### src/rtl/i2c_am_pkg.sv
package i2c_am_pkg;
  typedef enum logic [1:0] {
    ST_IDLE = 2'd0,
    ST_HDR  = 2'd1,
    ST_EXT  = 2'd2,
    ST_DATA = 2'd3
  } am_state_t;

  localparam int unsigned TAG_W = 5;
  localparam logic [TAG_W-1:0] LONG_TAG = 5'b11110;
endpackage

### src/rtl/i2c_am_regs.sv
module i2c_am_regs #(
  parameter int unsigned BYTE_W = 8,
  parameter int unsigned NREG   = 2
) (
  input  logic              clk,
  input  logic              rst,
  input  logic              wr,
  input  logic [$clog2(NREG)-1:0] sel,
  input  logic [BYTE_W-1:0] wdata,
  output logic [BYTE_W-1:0] q [NREG]
);
  for (genvar g = 0; g < NREG; g++) begin : g_reg
    always_ff @(posedge clk) begin
      if (rst) q[g] <= '0;
      else if (wr && sel == g) q[g] <= wdata;
    end

    AST_REG_LOAD: assert property (@(posedge clk) disable iff (rst)
      (wr && sel == g) |=> q[g] == $past(wdata));
    AST_REG_KEEP: assert property (@(posedge clk) disable iff (rst)
      !(wr && sel == g) |=> $stable(q[g]));
  end
endmodule

### src/rtl/i2c_am_seq.sv
module i2c_am_seq
  import i2c_am_pkg::*;
#(
  parameter int unsigned BYTE_W = 8
) (
  input  logic              clk,
  input  logic              rst,
  input  logic              start,
  input  logic              stop,
  input  logic              tx_done,
  input  logic              tx_ack,
  input  logic [BYTE_W-1:0] hdr,
  output logic              tx_valid,
  output logic              sel_ext,
  output logic              rx_active,
  output logic              nack
);
  am_state_t state, nxt;
  logic      long_addr;
  logic      nack_nxt;

  assign long_addr = (hdr[BYTE_W-1 -: TAG_W] == LONG_TAG);

  always_comb begin
    nxt      = state;
    nack_nxt = nack;
    if (start) begin
      nxt      = ST_HDR;
      nack_nxt = 1'b0;
    end else if (stop) begin
      nxt = ST_IDLE;
    end else begin
      unique case (state)
        ST_HDR: if (tx_done) begin
          if (!tx_ack) begin
            nxt      = ST_IDLE;
            nack_nxt = 1'b1;
          end else begin
            nxt = long_addr ? ST_EXT : ST_DATA;
          end
        end
        ST_EXT: if (tx_done) begin
          if (!tx_ack) begin
            nxt      = ST_IDLE;
            nack_nxt = 1'b1;
          end else begin
            nxt = ST_DATA;
          end
        end
        default: nxt = state;
      endcase
    end
  end

  always_ff @(posedge clk) begin
    if (rst) begin
      state     <= ST_IDLE;
      tx_valid  <= 1'b0;
      sel_ext   <= 1'b0;
      rx_active <= 1'b0;
      nack      <= 1'b0;
    end else begin
      state     <= nxt;
      tx_valid  <= (nxt == ST_HDR) || (nxt == ST_EXT);
      sel_ext   <= (nxt == ST_EXT);
      rx_active <= (nxt == ST_DATA);
      nack      <= nack_nxt;
    end
  end

  AST_START_OFFERS: assert property (@(posedge clk) disable iff (rst)
    start |=> tx_valid && !sel_ext && !nack);
  AST_SHORT_ADDR: assert property (@(posedge clk) disable iff (rst)
    (state == ST_HDR && tx_done && tx_ack && !long_addr && !start && !stop)
      |=> rx_active && !tx_valid);
  AST_LONG_ADDR: assert property (@(posedge clk) disable iff (rst)
    (state == ST_HDR && tx_done && tx_ack && long_addr && !start && !stop)
      |=> tx_valid && sel_ext);
  AST_NACK_HALTS: assert property (@(posedge clk) disable iff (rst)
    (tx_valid && tx_done && !tx_ack && !start && !stop)
      |=> nack && !tx_valid && !rx_active);
  AST_NACK_STICKY: assert property (@(posedge clk) disable iff (rst)
    (nack && !start) |=> nack && !tx_valid);
  AST_STOP_IDLE: assert property (@(posedge clk) disable iff (rst)
    (stop && !start) |=> !tx_valid && !rx_active);
endmodule

### src/rtl/i2c_am_rxcnt.sv
module i2c_am_rxcnt #(
  parameter int unsigned CNT_W = 8
) (
  input  logic             clk,
  input  logic             rst,
  input  logic             clr,
  input  logic             en,
  output logic [CNT_W-1:0] cnt
);
  always_ff @(posedge clk) begin
    if (rst || clr) cnt <= '0;
    else if (en)    cnt <= cnt + 1'b1;
  end

  AST_CNT_CLEAR: assert property (@(posedge clk) disable iff (rst)
    clr |=> cnt == '0);
  AST_CNT_STEP: assert property (@(posedge clk) disable iff (rst)
    (en && !clr) |=> cnt == CNT_W'($past(cnt) + 1'b1));
  AST_CNT_HOLD: assert property (@(posedge clk) disable iff (rst)
    (!en && !clr) |=> $stable(cnt));
endmodule

### src/rtl/i2c_addr_rxcount.sv
module i2c_addr_rxcount #(
  parameter int unsigned BYTE_W = 8,
  parameter int unsigned CNT_W  = 8
) (
  input  logic              clk,
  input  logic              rst,
  input  logic              reg_wr,
  input  logic              reg_sel,
  input  logic [BYTE_W-1:0] reg_wdata,
  output logic [BYTE_W-1:0] hdr_q,
  output logic [BYTE_W-1:0] ext_q,
  input  logic              start,
  input  logic              stop,
  output logic              tx_valid,
  output logic [BYTE_W-1:0] tx_byte,
  input  logic              tx_done,
  input  logic              tx_ack,
  input  logic              rx_done,
  output logic              rx_active,
  output logic              nack,
  output logic [CNT_W-1:0]  rx_count
);
  localparam int unsigned NREG = 2;

  logic [BYTE_W-1:0] addr_q [NREG];
  logic              sel_ext;
  logic              cnt_en;

  i2c_am_regs #(.BYTE_W(BYTE_W), .NREG(NREG)) u_regs (
    .clk   (clk),
    .rst   (rst),
    .wr    (reg_wr),
    .sel   (reg_sel),
    .wdata (reg_wdata),
    .q     (addr_q)
  );

  assign hdr_q = addr_q[0];
  assign ext_q = addr_q[1];

  i2c_am_seq #(.BYTE_W(BYTE_W)) u_seq (
    .clk       (clk),
    .rst       (rst),
    .start     (start),
    .stop      (stop),
    .tx_done   (tx_done),
    .tx_ack    (tx_ack),
    .hdr       (addr_q[0]),
    .tx_valid  (tx_valid),
    .sel_ext   (sel_ext),
    .rx_active (rx_active),
    .nack      (nack)
  );

  assign tx_byte = sel_ext ? addr_q[1] : addr_q[0];
  assign cnt_en  = rx_active && rx_done && !start;

  i2c_am_rxcnt #(.CNT_W(CNT_W)) u_cnt (
    .clk (clk),
    .rst (rst),
    .clr (start),
    .en  (cnt_en),
    .cnt (rx_count)
  );

  AST_IDLE_IGNORES_RX: assert property (@(posedge clk) disable iff (rst)
    (!rx_active && !start) |=> $stable(rx_count));
  AST_OFFER_IS_HDR: assert property (@(posedge clk) disable iff (rst)
    start |=> tx_byte == hdr_q);
endmodule

### config.mk
export PLATFORM = sky130hd
export DESIGN_NAME = i2c_addr_rxcount
export DESIGN_NICKNAME = d
export VERILOG_FILES = /design/src/rtl/i2c_am_pkg.sv /design/src/rtl/i2c_am_regs.sv /design/src/rtl/i2c_am_seq.sv /design/src/rtl/i2c_am_rxcnt.sv /design/src/rtl/i2c_addr_rxcount.sv
export SDC_FILE = /design/constraint.sdc
export NUM_CORES = 1
export LEC_CHECK = 0
export BUFFER_PORTS_ARGS = -buffer_cell sky130_fd_sc_hd__buf_2
export CORE_MARGIN = 2
export CORE_UTILIZATION = 51
export CTS_CLUSTER_SIZE = 20
export DETAILED_ROUTE_END_ITERATION = 8
export PLACE_DENSITY = 0.92
export SLEW_MARGIN = 20
export SYNTH_ARGS = -nofsm -noshare
export SYNTH_HDL_FRONTEND = slang
export SYNTH_SLANG_ARGS = --single-unit
### constraint.sdc
create_clock -name clk -period 2.85 [get_ports clk]
set_input_delay 0.285 -clock clk [delete_from_list [all_inputs] [get_ports clk]]
set_output_delay 0.285 -clock clk [all_outputs]
set_load 0.005 [all_outputs]
* Word-level counts from Yosys, hierarchy flattened *
Cells that the tools add are included.

storage, ports and cells
  input port bits = 17
  output and inout bits = 35
  bits in registers = 30
  word-level logic and storage cells = 37

cells by class
  reductions and logical operators = 10
  equal/unequal tests = 6
  add/subtract/negate cells = 1
  mux-type cells = 9
  bitwise gates (word level) = 3

operators with widths
  kind                 count
  $mux 2               6
  $add 8x1->8 const B  1
  $mux 8               1
  $eq 2x2->1 const B   3
  $eq 5x5->1 const B   1
  $eq 2x1->1 const B   2
  $logic_and 1x1->1    4
  $pmux 2 s2           1
  $reduce_and 4->1     1
  $reduce_or 2->1      2
  $not 1->1            3
  $logic_or 1x1->1     2
  $logic_not 1->1      1
  $mux 1               1

* Longest topological paths before layout *
  depth in word-level cells = 9
  gate-level depth with buffers = 7
  mapped depth without buffers = 7

* By module *
From an unflattened synthesis, not the netlist that was laid out.

unflattened totals
  cell total of the unflattened synthesis = 147
  area, all modules = 1522.7 um^2

modules (own cells, without submodules)
  module            area an instance (um^2)  seq. area each (um^2)  times used  cells an instance
  i2c_am_regs       674.4                    320.3                  1           64
  i2c_am_seq        362.8                    120.1                  1           35
  i2c_am_rxcnt      345.3                    160.2                  1           38
  i2c_addr_rxcount  140.1                    0.0                    1           10

* Worst setup path before layout *
Ideal clock, no wire load.

  kind = register to register
  start point = reg u_seq.state[0]
  end point = reg u_seq.rx_active
  period minus slack after synthesis = 1876 ps
  cell stages (with the launch flop) = 8
  library setup time = 128 ps
  arrival time = 1748 ps
  required time = 2722 ps
  slack = 974 ps
  cell sequence = dfxtp_1 -> inv_1 -> ha_1 -> and2b_1 -> nor4bb_1 -> o41ai_1 -> ha_1 -> nor2b_1

on the way
  cells in the longest elaborated chain, start to end = 5
  elaborated cells on any way between the ends = 8
  classes of those cells = 3 x eq/ne; 5 x mux

ends and longest elaborated chain
  item                                      line              RTL
  start: declaration                        i2c_am_seq.sv:18  am_state_t state, nxt;
  start signal: assignment                  i2c_am_seq.sv:63  state <= nxt;
  $eq 2x2->1, or another cell as far along  i2c_am_seq.sv:33  unique case (state)
  $pmux 2 s2 (*)                            i2c_am_seq.sv:33
  $mux 2 (*)                                i2c_am_seq.sv:30  end else if (stop) begin
  $mux 2 (*)                                i2c_am_seq.sv:27  if (start) begin
  via u_seq.nxt[0]                          i2c_am_seq.sv:18
  $eq 2x2->1 (*)                            i2c_am_seq.sv:66  rx_active <= (nxt == ST_DATA);
  end signal: assignment                    i2c_am_seq.sv:66
  end: declaration                          i2c_am_seq.sv:15  output logic rx_active,

The timed path passes the listed nets; every way through them passes the cells marked *.
A chain may end at the register's enable or synchronous reset.

* Final worst setup path *
Same ends and word-level chain as after synthesis.

==> results.tsv <==
stage	metric	value	unit
timing	rsz0062_at_grt	false	
clock_tree	numClockSinks	30	
pwr	peakVddDrop	0.0004085	V
setup_path	cp.arrival	2.34	ns
floorplanning	die_w	55.29	um
timing	clock_skew	0.007818	ns
floorplanning	die_h	55.29	um
setup_path	r2r_start	u_seq.state[0]	
synthesis	synthCells	159	
route	viasPerCell	5.307	
timing	finalHoldViolations	0	
synthesis	ys_warn_count	0	
timing	fmax	469.9	MHz
synthesis	syn_area	1341	um2
timing	tightestPinTransition	0.5166	ns
pwr	swShare	25.16	%
grt	grt_first_pass_wirelength	4.974	mm
setup_path	reg2reg_to	u_seq.rx_active	
grt	grt_start_max_net_pins	23	
final_layout	areaGrowthSynthToFinish	24.16	%
grt	grt_pass1_vias	1157	
pwr	p_leak	0.7555	nW
floorplanning	num_rows	18	
status	status	finished, final reports clean	
timing	tns	0	ns
final_layout	drive_above_1_share	32.70	%
clock_tree	cts.reportedPaths.clkPinSlew	0.09	ns
final_layout	design_area	1665	um2
clock_tree	cts_hold_buf	0	
synthesis	synth_ff_type	dfxtp_1	
final_layout	mostFrequentLayoutCells	51 x buf_2, 31 x nand2_1, 30 x dfxtp_1	
floorplanning	initial_core_util	54.14	%
grt	track_usage	20.40	%
place	port_buffers	51	
flow_run	cap_violations	0	
floorplanning	dieArea	3056	um2
setup_path	rrSetupSlack	0.72	ns
final_layout	layout_commonest_cell	buf_2	
pwr	clock_power_share	32.8	%
final_layout	fin_util	67.22	%
route	wl_per_cell	12.59	um
setup_path	critPathRequiredTime	3.06	ns
pwr	p_int	591.1	uW
clock_tree	clk_path_buf_depth	2	
setup_path	crit_end	u_seq.rx_active	
pwr	powerDensity	474.3	nW/um2
timing	max_slew_margin	65.09	%
setup_path	cp-end-kind	flip-flop	
synthesis	async_flop_share	0	%
final_layout	fill_cells	216	
hold_path	min_path_type	in -> reg	
clock_tree	htreeDepth	2	
place	dpl_cell_area	1605	um2
route	wirelength	3.033	mm
timing	finalCritPeriodShare	74.67	%
clock_tree	cts_tree	done	
clock_tree	cts_resized	0	
final_layout	final_nets	232	
grt	antenna_found_initial	0	
synthesis	synth_nets	181	
clock_tree	postCtsSetupBuffers	0	
setup_path	worst-setup-path-type	reg -> reg	
setup_path	critPathLaunch	u_seq.state[0]	
place	dp_hpwl	2.238	mm
timing	period_needed	2.128	ns
clock_tree	root_buffer	clkbuf_4	
setup_path	reg2reg_depth	7	
floorplanning	core_area	2477	um2
clock_tree	numCtsBuffers	5	
route	vias	1279	
synthesis	synth_area_per_cell	8.436	um2
final_layout	diodes	0	
pwr	p_sw	198.8	uW
place	gp_congestion	0.8054	
synthesis	ys_seq_area_share	44.78	%
synthesis	ys_ff_latch	30	
grt	globalRouteOverflowTotal	0	
pwr	p_comb_share	11.1	%
route	drtIter0Drc	43	
floorplanning	ioPinCount	52	
synthesis	synth_edf_count	0	
synthesis	synthDistinctLibCells	30	
route	drt_pass1_iterations	4	
pwr	pwr-share-seq	56.1	%
route	drc	0	
timing	finalMaxSlewViolations	0	
setup_path	cp_max_fo	5	
setup_path	cp-start-kind	flip-flop	
timing	finalSetupViolCount	0	
clock_tree	clock_latency	0.32	ns
route	final_antenna_net_count	0	
==> Yosys cell counts (all sizes together), types with 3 or more instances <==
master,n,area [um2]
nor2,7,26.28
o21ai,4,20.02
dfxtp,30,600.6
ha,5,62.56
nand2b,3,18.77
clkbuf,5,18.77
or3,4,26.28
nand3,11,60.06
inv,6,22.52
nand2,31,116.4
a21oi,23,115.1
mux2,8,90.09
nor4,3,18.77
nor2b,3,18.77
==> power by group through the flow <==
stage / logic (mW) / registers, mW / clock network (mW)
2_1_floorplan: 0.0480 / 0.452 / 0
3_3_place_gp: 0.0848 / 0.452 / 0
3_5_place_dp: 0.0869 / 0.453 / 0
4_1_cts: 0.0876 / 0.443 / 0.265
5_1_grt: 0.0987 / 0.445 / 0.284
6_report: 0.0875 / 0.443 / 0.259
==> worst min-delay path by stage <==
stage                  from             end  slack [ns]  depth (start not counted)
3_3_place_gp    u_regs.q[5]     u_regs.q[5]        0.46                          2
3_5_place_dp    u_regs.q[7]     u_regs.q[7]        0.46                          2
2_1_floorplan          stop  u_seq.state[1]        0.36                          1
4_1_cts        reg_wdata[5]    u_regs.q[13]        0.19                          3
5_1_grt        reg_wdata[4]    u_regs.q[12]        0.19                          3
6_report       reg_wdata[7]    u_regs.q[15]        0.20                          3
==> per-stage QoR <==
step | total power, mW | hold WS [ns] | cells | setup WS (ns)
floorplan | 0.4997 | 0.3635 | 159 | 0.9738
global placement | 0.5369 | 0.4566 | 233 | 0.8833
detailed placement | 0.5395 | 0.4576 | 233 | 0.8042
CTS | 0.7956 | 0.1933 | 241 | 0.7745
global route | 0.8270 | 0.1899 | 241 | 0.5532
finish | 0.7898 | 0.2035 | 241 | 0.7219
==> critical path, stage by stage, from the launching register on <==
cell      delay, ns
dfxtp_1        0.39
inv_1          0.06
ha_1           0.30
and2b_1        0.28
nor4bb_1       0.52
o41ai_1        0.16
ha_1           0.20
nor2b_1        0.12
==> state kept, by name, indices dropped and copies added, names as in the netlist <==
signal / cells
u_seq.sel_ext: 1
u_seq.state: 2
u_seq.tx_valid: 1
u_seq.rx_active: 1
u_seq.nack: 1
u_regs.q: 16
u_cnt.cnt: 8
==> cell families after synthesis <==
logic type	synth area share, %
XOR/XNOR	1.306
AO/OA/AOI/OAI	12.78
multiplexers	7.463
flip-flops	44.78
adder cells (fa/ha/maj)	4.664
AND/OR/NAND/NOR	25.19
buffers and inverters	3.825
==> layout make-up <==
type / count / area (um2) / share of cell area, %
Clock buffer: 7 / 55.05 / 3.306
Clock inverter: 1 / 5.005 / 0.3005
Inverter: 6 / 22.52 / 1.352
Multi-Input combinational cell: 116 / 689.4 / 41.40
Sequential cell: 30 / 600.6 / 36.06
Tap cell: 30 / 37.54 / 2.254
Timing Repair Buffer: 51 / 255.2 / 15.33
==> routing by layer <==
metal / GRT usage (%) / up-vias / wire length [um]
met4: 9.059 / 0 / 51
met5: 0 / - / 0
met1: 23.35 / 564 / 1308
li1: - / 654 / -
met2: 34.69 / 55 / 1431
met3: 6.323 / 6 / 241
Power figures use the tool's default switching activity.
